**config.mk**
```make
export PLATFORM = sky130hd
export DESIGN_NAME = wbc_cache
export DESIGN_NICKNAME = d
export VERILOG_FILES = /design/src/rtl/wbc_pkg.sv /design/src/rtl/wbc_way.sv /design/src/rtl/wbc_lru.sv /design/src/rtl/wbc_pick.sv /design/src/rtl/wbc_cache.sv
export SDC_FILE = /design/constraint.sdc
export NUM_CORES = 1
export LEC_CHECK = 0
export BUFFER_PORTS_ARGS = -buffer_cell sky130_fd_sc_hd__clkbuf_2
export CAP_MARGIN = 15
export CORE_MARGIN = 10
export CORE_UTILIZATION = 55
export CTS_CLUSTER_SIZE = 14
export DETAILED_ROUTE_END_ITERATION = 12
export PLACE_DENSITY_LB_ADDON = 0.25
export SLEW_MARGIN = 40
export SYNTH_ARGS = -nofsm -noshare
export SYNTH_HDL_FRONTEND = slang
export SYNTH_HIERARCHICAL = 1
export SYNTH_SLANG_ARGS = --single-unit
export TNS_END_PERCENT = 50
```
**constraint.sdc**
```tcl
create_clock -name clk -period 15.5 [get_ports clk]
set_clock_uncertainty 0.05 [all_clocks]
set_input_delay 2.325 -clock clk [delete_from_list [all_inputs] [get_ports clk]]
set_output_delay 2.325 -clock clk [all_outputs]
set_load 0.02 [all_outputs]
```
**src/rtl/wbc_pkg.sv**
```systemverilog
package wbc_pkg;
   typedef enum logic [1:0] {
      OP_RD   = 2'd0,
      OP_WR   = 2'd1,
      OP_INV  = 2'd2,
      OP_INVB = 2'd3
   } wbc_op_e;

   typedef enum logic [2:0] {
      S_IDLE,
      S_LOOK,
      S_WB,
      S_FETCH,
      S_WAIT,
      S_WMISS
   } wbc_state_e;
endpackage

```
**src/rtl/wbc_way.sv**
```systemverilog
module wbc_way #(
   parameter int TAG_W  = 28,
   parameter int DATA_W = 32,
   parameter int IDX_W  = 2
) (
   input  logic              clk,
   input  logic              rst_n,
   input  logic [IDX_W-1:0]  idx,
   input  logic              fill_en,
   input  logic [TAG_W-1:0]  fill_tag,
   input  logic [DATA_W-1:0] fill_data,
   input  logic              wr_en,
   input  logic [DATA_W-1:0] wr_data,
   input  logic              inv_en,
   output logic              valid,
   output logic              dirty,
   output logic [TAG_W-1:0]  tag,
   output logic [DATA_W-1:0] data
);
   localparam int LINES = 1 << IDX_W;

   logic [LINES-1:0]  v_q;
   logic [LINES-1:0]  d_q;
   logic [TAG_W-1:0]  tag_q [LINES];
   logic [DATA_W-1:0] dat_q [LINES];

   always_ff @(posedge clk) begin
      if (!rst_n) begin
         v_q <= '0;
         d_q <= '0;
         for (int i = 0; i < LINES; i++) begin
            tag_q[i] <= '0;
            dat_q[i] <= '0;
         end
      end else if (fill_en) begin
         v_q[idx]   <= 1'b1;
         d_q[idx]   <= 1'b0;
         tag_q[idx] <= fill_tag;
         dat_q[idx] <= fill_data;
      end else if (wr_en) begin
         d_q[idx]   <= 1'b1;
         dat_q[idx] <= wr_data;
      end else if (inv_en) begin
         v_q[idx] <= 1'b0;
         d_q[idx] <= 1'b0;
      end
   end

   assign valid = v_q[idx];
   assign dirty = d_q[idx];
   assign tag   = tag_q[idx];
   assign data  = dat_q[idx];
endmodule

```
**src/rtl/wbc_lru.sv**
```systemverilog
module wbc_lru #(
   parameter int IDX_W = 2
) (
   input  logic             clk,
   input  logic             rst_n,
   input  logic [IDX_W-1:0] idx,
   input  logic             touch_en,
   input  logic             touch_left,
   output logic             mru_left
);
   localparam int LINES = 1 << IDX_W;

   logic [LINES-1:0] l_q;

   always_ff @(posedge clk) begin
      if (!rst_n)
         l_q <= '0;
      else if (touch_en)
         l_q[idx] <= touch_left;
   end

   assign mru_left = l_q[idx];
endmodule

```
**src/rtl/wbc_pick.sv**
```systemverilog
module wbc_pick (
   input  logic valid_l,
   input  logic valid_r,
   input  logic mru_left,
   output logic pick_right
);
   always_comb begin
      if (!valid_l)
         pick_right = 1'b0;
      else if (!valid_r)
         pick_right = 1'b1;
      else
         pick_right = mru_left;
   end
endmodule

```
**src/rtl/wbc_cache.sv**
```systemverilog
module wbc_cache
   import wbc_pkg::*;
#(
   parameter int ADDR_W = 32,
   parameter int DATA_W = 32,
   parameter int IDX_W  = 2,
   parameter int OFF_W  = 2
) (
   input  logic              clk,
   input  logic              rst_n,
   input  logic              req_valid,
   output logic              req_ready,
   input  logic [1:0]        req_op,
   input  logic [ADDR_W-1:0] req_addr,
   input  logic [DATA_W-1:0] req_wdata,
   output logic              rsp_valid,
   output logic [DATA_W-1:0] rsp_rdata,
   output logic              mem_req_valid,
   input  logic              mem_req_ready,
   output logic              mem_req_write,
   output logic [ADDR_W-1:0] mem_req_addr,
   output logic [DATA_W-1:0] mem_req_wdata,
   input  logic              mem_rsp_valid,
   input  logic [DATA_W-1:0] mem_rsp_rdata
);
   localparam int TAG_W = ADDR_W - IDX_W - OFF_W;
   localparam int WAYS  = 2;

   if (TAG_W < 1) begin : g_bad_split
      $error("wbc_cache: ADDR_W leaves no tag bits");
   end
   if (IDX_W < 1) begin : g_bad_idx
      $error("wbc_cache: IDX_W must be at least 1");
   end

   wbc_state_e        state, nxt;
   logic [1:0]        q_op;
   logic [TAG_W-1:0]  q_tag;
   logic [IDX_W-1:0]  q_idx;
   logic [DATA_W-1:0] q_wdata;
   logic              victim_q;

   logic [WAYS-1:0]   w_valid, w_dirty, hit;
   logic [TAG_W-1:0]  w_tag  [WAYS];
   logic [DATA_W-1:0] w_data [WAYS];
   logic [WAYS-1:0]   fill_en, wr_en, inv_en;
   logic              touch_en, touch_left, mru_left, pick_right;
   logic              hit_any, hit_r, done;
   logic [DATA_W-1:0] done_data;
   logic              unused_off;

   assign unused_off = ^req_addr[OFF_W-1:0];

   for (genvar g = 0; g < WAYS; g++) begin : g_way
      wbc_way #(.TAG_W(TAG_W), .DATA_W(DATA_W), .IDX_W(IDX_W)) u_way (
         .clk       (clk),
         .rst_n     (rst_n),
         .idx       (q_idx),
         .fill_en   (fill_en[g]),
         .fill_tag  (q_tag),
         .fill_data (mem_rsp_rdata),
         .wr_en     (wr_en[g]),
         .wr_data   (q_wdata),
         .inv_en    (inv_en[g]),
         .valid     (w_valid[g]),
         .dirty     (w_dirty[g]),
         .tag       (w_tag[g]),
         .data      (w_data[g])
      );
      assign hit[g] = w_valid[g] && (w_tag[g] == q_tag);
   end

   wbc_lru #(.IDX_W(IDX_W)) u_lru (
      .clk        (clk),
      .rst_n      (rst_n),
      .idx        (q_idx),
      .touch_en   (touch_en),
      .touch_left (touch_left),
      .mru_left   (mru_left)
   );

   wbc_pick u_pick (
      .valid_l    (w_valid[0]),
      .valid_r    (w_valid[1]),
      .mru_left   (mru_left),
      .pick_right (pick_right)
   );

   assign hit_any   = |hit;
   assign hit_r     = hit[1];
   assign req_ready = (state == S_IDLE);

   always_comb begin
      nxt           = state;
      fill_en       = '0;
      wr_en         = '0;
      inv_en        = '0;
      touch_en      = 1'b0;
      touch_left    = 1'b0;
      done          = 1'b0;
      done_data     = '0;
      mem_req_valid = 1'b0;
      mem_req_write = 1'b0;
      mem_req_addr  = {q_tag, q_idx, {OFF_W{1'b0}}};
      mem_req_wdata = q_wdata;
      case (state)
         S_IDLE:
            if (req_valid) nxt = S_LOOK;
         S_LOOK:
            case (q_op)
               OP_RD:
                  if (hit_any) begin
                     done       = 1'b1;
                     done_data  = w_data[hit_r];
                     touch_en   = 1'b1;
                     touch_left = !hit_r;
                     nxt        = S_IDLE;
                  end else if (w_valid[pick_right] && w_dirty[pick_right]) begin
                     nxt = S_WB;
                  end else begin
                     nxt = S_FETCH;
                  end
               OP_WR:
                  if (hit_any) begin
                     wr_en[hit_r] = 1'b1;
                     touch_en     = 1'b1;
                     touch_left   = !hit_r;
                     done         = 1'b1;
                     nxt          = S_IDLE;
                  end else begin
                     nxt = S_WMISS;
                  end
               default: begin
                  if (hit_any) inv_en[hit_r] = 1'b1;
                  done = 1'b1;
                  nxt  = S_IDLE;
               end
            endcase
         S_WB: begin
            mem_req_valid = 1'b1;
            mem_req_write = 1'b1;
            mem_req_addr  = {w_tag[victim_q], q_idx, {OFF_W{1'b0}}};
            mem_req_wdata = w_data[victim_q];
            if (mem_req_ready) nxt = S_FETCH;
         end
         S_FETCH: begin
            mem_req_valid = 1'b1;
            if (mem_req_ready) nxt = S_WAIT;
         end
         S_WAIT:
            if (mem_rsp_valid) begin
               fill_en[victim_q] = 1'b1;
               touch_en          = 1'b1;
               touch_left        = !victim_q;
               done              = 1'b1;
               done_data         = mem_rsp_rdata;
               nxt               = S_IDLE;
            end
         S_WMISS: begin
            mem_req_valid = 1'b1;
            mem_req_write = 1'b1;
            if (mem_req_ready) begin
               done = 1'b1;
               nxt  = S_IDLE;
            end
         end
         default:
            nxt = S_IDLE;
      endcase
   end

   always_ff @(posedge clk) begin
      if (!rst_n) begin
         state     <= S_IDLE;
         q_op      <= '0;
         q_tag     <= '0;
         q_idx     <= '0;
         q_wdata   <= '0;
         victim_q  <= 1'b0;
         rsp_valid <= 1'b0;
         rsp_rdata <= '0;
      end else begin
         state     <= nxt;
         rsp_valid <= done;
         if (done) rsp_rdata <= done_data;
         if (state == S_IDLE && req_valid) begin
            q_op    <= req_op;
            q_tag   <= req_addr[ADDR_W-1 -: TAG_W];
            q_idx   <= req_addr[OFF_W +: IDX_W];
            q_wdata <= req_wdata;
         end
         if (state == S_LOOK) victim_q <= pick_right;
      end
   end
endmodule

```
Word-level counts from Yosys, hierarchy flattened
Memories as Yosys holds them, arrays and structs flattened. A register that Yosys moved wholly into a read port is not among the register bits.
Index checks and enable logic that the tools add are counted.
{"block": "word_totals", "n_memories": 4, "mem_bits_ro": 0, "latch_bits": 0, "ramBits": 480, "wordCells": 197, "output_inout_bits": 100, "register_bits": 121}
{"block": "classes", "eq_ne": 15, "reduce_logical": 26, "n_mux": 117, "n_shift": 0, "n_div": 0, "order_cmp": 9, "bitwise_logic": 13, "n_mul": 0, "add_sub_neg": 0}
{"memory": "g_way[0].u_way.dat_q", "words": 4, "word_bits": 32, "rd": 1, "rd_ports_with_merged_regs": 1, "wr": 4, "line": "wbc_way.sv:25", "source": "logic [DATA_W-1:0] dat_q [LINES];"}
{"memory": "g_way[1].u_way.dat_q", "words": 4, "word_bits": 32, "rd": 1, "rd_ports_with_merged_regs": 1, "wr": 4, "line": "wbc_way.sv:25"}
{"memory": "g_way[0].u_way.tag_q", "words": 4, "word_bits": 28, "rd": 1, "rd_ports_with_merged_regs": 1, "wr": 4, "line": "wbc_way.sv:24", "source": "logic [TAG_W-1:0] tag_q [LINES];"}
{"memory": "g_way[1].u_way.tag_q", "words": 4, "word_bits": 28, "rd": 1, "rd_ports_with_merged_regs": 1, "wr": 4, "line": "wbc_way.sv:24"}
{"cell": "$mux 32", "count": 15}
{"cell": "$mux 28", "count": 5}
{"cell": "$pmux 32 s2", "count": 1}
{"cell": "$reduce_or 32->1", "count": 2}
{"cell": "$eq 28x28->1", "count": 2}
{"cell": "$reduce_or 28->1", "count": 2}
{"cell": "$mux 4", "count": 12}
{"cell": "$mux 1", "count": 44}
{"cell": "$mux 2", "count": 20}
{"cell": "$mux 3", "count": 6}
{"cell": "$pmux 3 s6", "count": 1}
{"cell": "$and 4x4->4", "count": 4}
{"cell": "$or 4x4->4", "count": 4}
{"cell": "$ne 2x2->1 const B", "count": 7}
{"cell": "$bmux 1 s2", "count": 5}
{"cell": "$logic_and 1x1->1", "count": 7}
{"cell": "$eq 3x2->1 const B", "count": 2}
{"cell": "$eq 3x3->1 const B", "count": 2}
{"cell": "$lt 1x2->1 const B", "count": 3}
{"cell": "$pmux 3 s2", "count": 1}
{"cell": "$reduce_bool 3->1", "count": 2}
{"cell": "$reduce_or 2->1", "count": 3}
{"cell": "$reduce_and 5->1", "count": 1}
{"cell": "$bwmux 4", "count": 1}
{"cell": "19 further kinds", "count": 28}

Depth between registers and ports, before layout
{"block": "logic_depth", "word_depth": 17, "mapped_depth": 16, "ltp_nobuf": 10}

By module
The synthesis kept the hierarchy.
{"module": "wbc_way at g_way[0].u_way", "cells_per_inst": 710, "area_each_um2": 10800.4, "n_inst": 1, "seq_area_each_um2": 7367.1}
{"module": "wbc_way at g_way[1].u_way", "cells_per_inst": 710, "area_each_um2": 10795.4, "n_inst": 1, "seq_area_each_um2": 7367.1}
{"module": "wbc_cache", "cells_per_inst": 825, "area_each_um2": 6167.2, "n_inst": 1, "seq_area_each_um2": 2021.9}
{"module": "wbc_lru", "cells_per_inst": 18, "area_each_um2": 188.9, "n_inst": 1, "seq_area_each_um2": 80.1}
{"module": "wbc_pick", "cells_per_inst": 2, "area_each_um2": 11.3, "n_inst": 1, "seq_area_each_um2": 0.0}

Worst setup path before layout
No wires, ideal clock.
{"block": "synth_path", "kind": "in2reg", "startpoint": "input mem_rsp_valid", "endpoint": "memory g_way[0].u_way.dat_q[0][0], enable pin", "setup_ns": 0.466, "setup_slack_ns": 9.907, "path_stages": 5, "path_buffers": 1, "t_arrival_ns": 5.078, "cell_sequence": "nand3_1 -> nor2_1 -> buf_4 -> nor2_1 -> o21ai_0"}
{"item": "start: declaration", "line": "wbc_cache.sv:23", "source": "input logic mem_rsp_valid,"}
{"item": "end: declaration", "line": "wbc_way.sv:25"}

==> results.yml <==
setup_path:
  r2r_slack_ns: 9.34
  timing.critical_path.arrival_ns: 4.11
  timing.critical_path.from_type: "register"
  worstSetupEndpointType: "output pin"
  cp.required_ns: 13.13
  r2r_start: "q_idx[0]"
  cp_slowest_stage_delay_ns: 0.73
  critical-path-slowest-cell: "sky130_fd_sc_hd__dfxtp_4"
  worst_r2r_path_depth: 13
  crit_chain: "buf_4, buf_4, mux4_2, mux2i_1, a21oi_1, clkbuf_2"
  cp_max_fo: 41
  critPathKind: "reg2out"
  path_common_cell: "sky130_fd_sc_hd__buf_4"
  worst_r2r_endpoint: "g_way[0].u_way/dat_q[1][23]"
timing:
  final-hold-violation-count: 0
  timing.slew.headroom: 0.416
  totalNegativeSetupSlack_ns: 0
  final-setup-viol-count: 0
  grt_setup_unrepaired: "no"
  min_period_ns: 6.48
  max_freq_ghz: 0.154
  timing.final.crit_share: 0.418
  worst_pin_slew_ns: 0.876
  timing.hold.ws_ns: 0.430
  report.final.slew_viol_count: 0
layout:
  share_of_cells_above_drive_strength_1: 0.218
  post_route_cell_area_um2: 31500
  area_added_between_synthesis_and_finish_pct: 12.8
  fillCellCount: 3799
  final_common_cell: "sky130_fd_sc_hd__edfxtp_1"
  layout.cells.most_common_list: "sky130_fd_sc_hd__edfxtp_1, sky130_fd_sc_hd__nor2_1, sky130_fd_sc_hd__nand2_1"
  finish.net_count: 2504
detailed_routing:
  viasPerCell: 6.27
  drt_pass1_iterations: 6
  drt.antenna.violating_nets: 0
  num_vias: 19615
  route.detailed.drc: 0
  routed_wire_length_um: 80100
  drt_iter0_markers: 2605
  wl_per_cell_um: 25.6
logic_synthesis:
  netlist_area_um2: 28000
  asyncSetResetFlopFracSynth: 0
  yosys_warnings: 6
  postSynth.topFlopCell: "sky130_fd_sc_hd__edfxtp_1"
  synth_top_cell_area_share: 0.515
  synth_area_leader_cell: "sky130_fd_sc_hd__edfxtp_1"
  synthesis.instances: 2265
  yosys-top-cells-area: "sky130_fd_sc_hd__edfxtp_1, sky130_fd_sc_hd__mux4_2, sky130_fd_sc_hd__dfxtp_1, sky130_fd_sc_hd__nor2_1, sky130_fd_sc_hd__nand2_1"
  synthesis.area_per_instance_um2: 12.3
  ys_ff_latch: 601
  yosys.cell_types.count: 49
  seq_area_frac_synth: 0.602
  edff_count_synth: 480
grt:
  antenna_found_initial: 3
  grt_overflow: 0
  grt_max_degree: 97
  grt_pass1_vias: 19933
  grt_first_pass_wirelength_um: 120000
  grt_use_total: 0.262
status:
  run_status: "finished clean"
pwr:
  p_sw_frac: 0.327
  ir_worst_vdd_mv: 0.116
  clockPowerShare: 0.331
  seqPwrFrac: 0.420
  combPwrFrac: 0.249
  power-per-cell-area_nw_per_um2: 146
  static_leak_nw: 11.6
  cell_internal_pwr_w: 0.00311
  power_w: 0.00461
  power_switching_w: 0.00151
die:
  ios: 203
  die_w_um: 245
  row_count: 82
  design.die.area_um2: 60300
  core_area_um2: 50200
  die_h_um: 245
  initial_core_util: 0.557
clock_network:
  cts_buffer_depth: 3
  tritoncts.num_buffers: 61
  clkSinkCount: 601
  cts_resized: 0
  h-tree-depth: 2
  clk_root_buffer_cell: "sky130_fd_sc_hd__clkbuf_16"
  post_cts_setup_bufs: 0
  insertion_delay_ns: 0.64
  cts_hold_bufs: 0
  tritoncts_clock_tree: "yes"
  cts.reportedPaths.clkPinSlew_ns: 0.06
placement:
  io_buffer_count: 198
  gpl.final_weighted_congestion: 0.835
  dpl.hpwl_um: 47400
  place_area_um2: 29400
worst_hold_path:
  worst_hold_path.endpoint: "u_lru/l_q[1]"
  worstHoldPathCells: 2
  timing.hold.worst.start: "u_lru/l_q[1]"
  hp-class: "reg2reg"
run:
  timing.max_cap.violations: 0
[worst max path at each step]
stage | cells after the start | startpoint | slack, ns | end
after floorplan | 5 | mem_rsp_valid | 9.91 | g_way[0].u_way/dat_q[0][0]
after global routing | 6 | q_idx[0] | 8.74 | mem_req_wdata[31]
final | 6 | q_idx[0] | 9.02 | mem_req_wdata[31]
after detailed placement | 13 | q_idx[0] | 9.44 | g_way[0].u_way/dat_q[1][23]
after global placement | 13 | q_idx[0] | 9.07 | g_way[0].u_way/dat_q[0][23]
after CTS | 6 | q_idx[0] | 8.98 | mem_req_wdata[31]
[power groups by stage]
stage          Clock (W)  Sequential (W)  Combinational, W
2_1_floorplan          0         0.00193          0.000746
3_3_place_gp           0         0.00197           0.00109
3_5_place_dp           0         0.00197           0.00113
4_1_cts          0.00154         0.00194           0.00114
5_1_grt          0.00161         0.00195           0.00122
6_report         0.00153         0.00194           0.00115
[synthesized netlist by cell type, types with 22 or more instances]
master / n
sky130_fd_sc_hd__edfxtp_1: 480
sky130_fd_sc_hd__nor2_1: 440
sky130_fd_sc_hd__nand2_1: 255
sky130_fd_sc_hd__a21oi_1: 129
sky130_fd_sc_hd__mux4_2: 125
sky130_fd_sc_hd__inv_1: 123
sky130_fd_sc_hd__dfxtp_1: 121
sky130_fd_sc_hd__mux2i_1: 65
sky130_fd_sc_hd__buf_2: 61
sky130_fd_sc_hd__clkbuf_1: 61
sky130_fd_sc_hd__o21ai_0: 60
sky130_fd_sc_hd__xnor2_1: 56
sky130_fd_sc_hd__a32oi_2: 38
sky130_fd_sc_hd__a22oi_1: 33
sky130_fd_sc_hd__a221o_1: 32
sky130_fd_sc_hd__a32oi_1: 27
sky130_fd_sc_hd__nand4_1: 22
[per-stage QoR]
step | utilization | cells | setup WS, ns
final | 0.629 | 3127 | 9.02
after global routing | 0.629 | 3127 | 8.74
after CTS | 0.628 | 3124 | 8.98
after detailed placement | 0.586 | 3008 | 9.44
after global placement | 0.583 | 3005 | 9.07
after floorplan | - | 2266 | 9.91
[cell type report]
cell class / count / area (um2) / area share
Clock inverter: 35 / 427 / 0.0135
Clock buffer: 81 / 1650 / 0.0524
Multi-Input combinational cell: 1372 / 9900 / 0.314
Antenna cell: 1 / 2.50 / 0.0000793
Timing Repair Buffer: 241 / 1410 / 0.0447
Tap cell: 672 / 841 / 0.0267
Sequential cell: 601 / 16800 / 0.534
Inverter: 124 / 465 / 0.0148
[layer usage]
layer | vias up | part of all wire | track usage
li1 | 8479 | - | -
met1 | 9723 | 0.37 | 0.339
met2 | 1220 | 0.49 | 0.431
met3 | 189 | 0.11 | 0.0607
met4 | 4 | 0.029 | 0.0880
met5 | - | 0.00029 | 0
[flip-flops by register name (all words and copies together) (netlist names), named ones only]
name	cells
victim_q	1
q_op	2
q_wdata	32
rsp_valid	1
state	3
g_way.u_way/dat_q	256
rsp_rdata	32
q_tag	28
q_idx	2
u_lru/l_q	4
g_way.u_way/tag_q	224
[worst max-delay path: cells and delay by family, from the launching register on]
kind,cells,cell delay (ns)
DFF,1,0.73
AOI/OAI and AO/OA,1,0.56
muxes,2,0.46
buffers and inverters,3,1.62
[kinds of logic after synthesis]
family / after synthesis / share of synthesized area
other cells: 1 / 0.000134
flops: 601 / 0.602
compound gates: 341 / 0.0905
xor+xnor: 56 / 0.0175
mux: 191 / 0.124
simple gates: 782 / 0.114
buf+inv: 293 / 0.0516
Power figures use the tool's default switching activity.
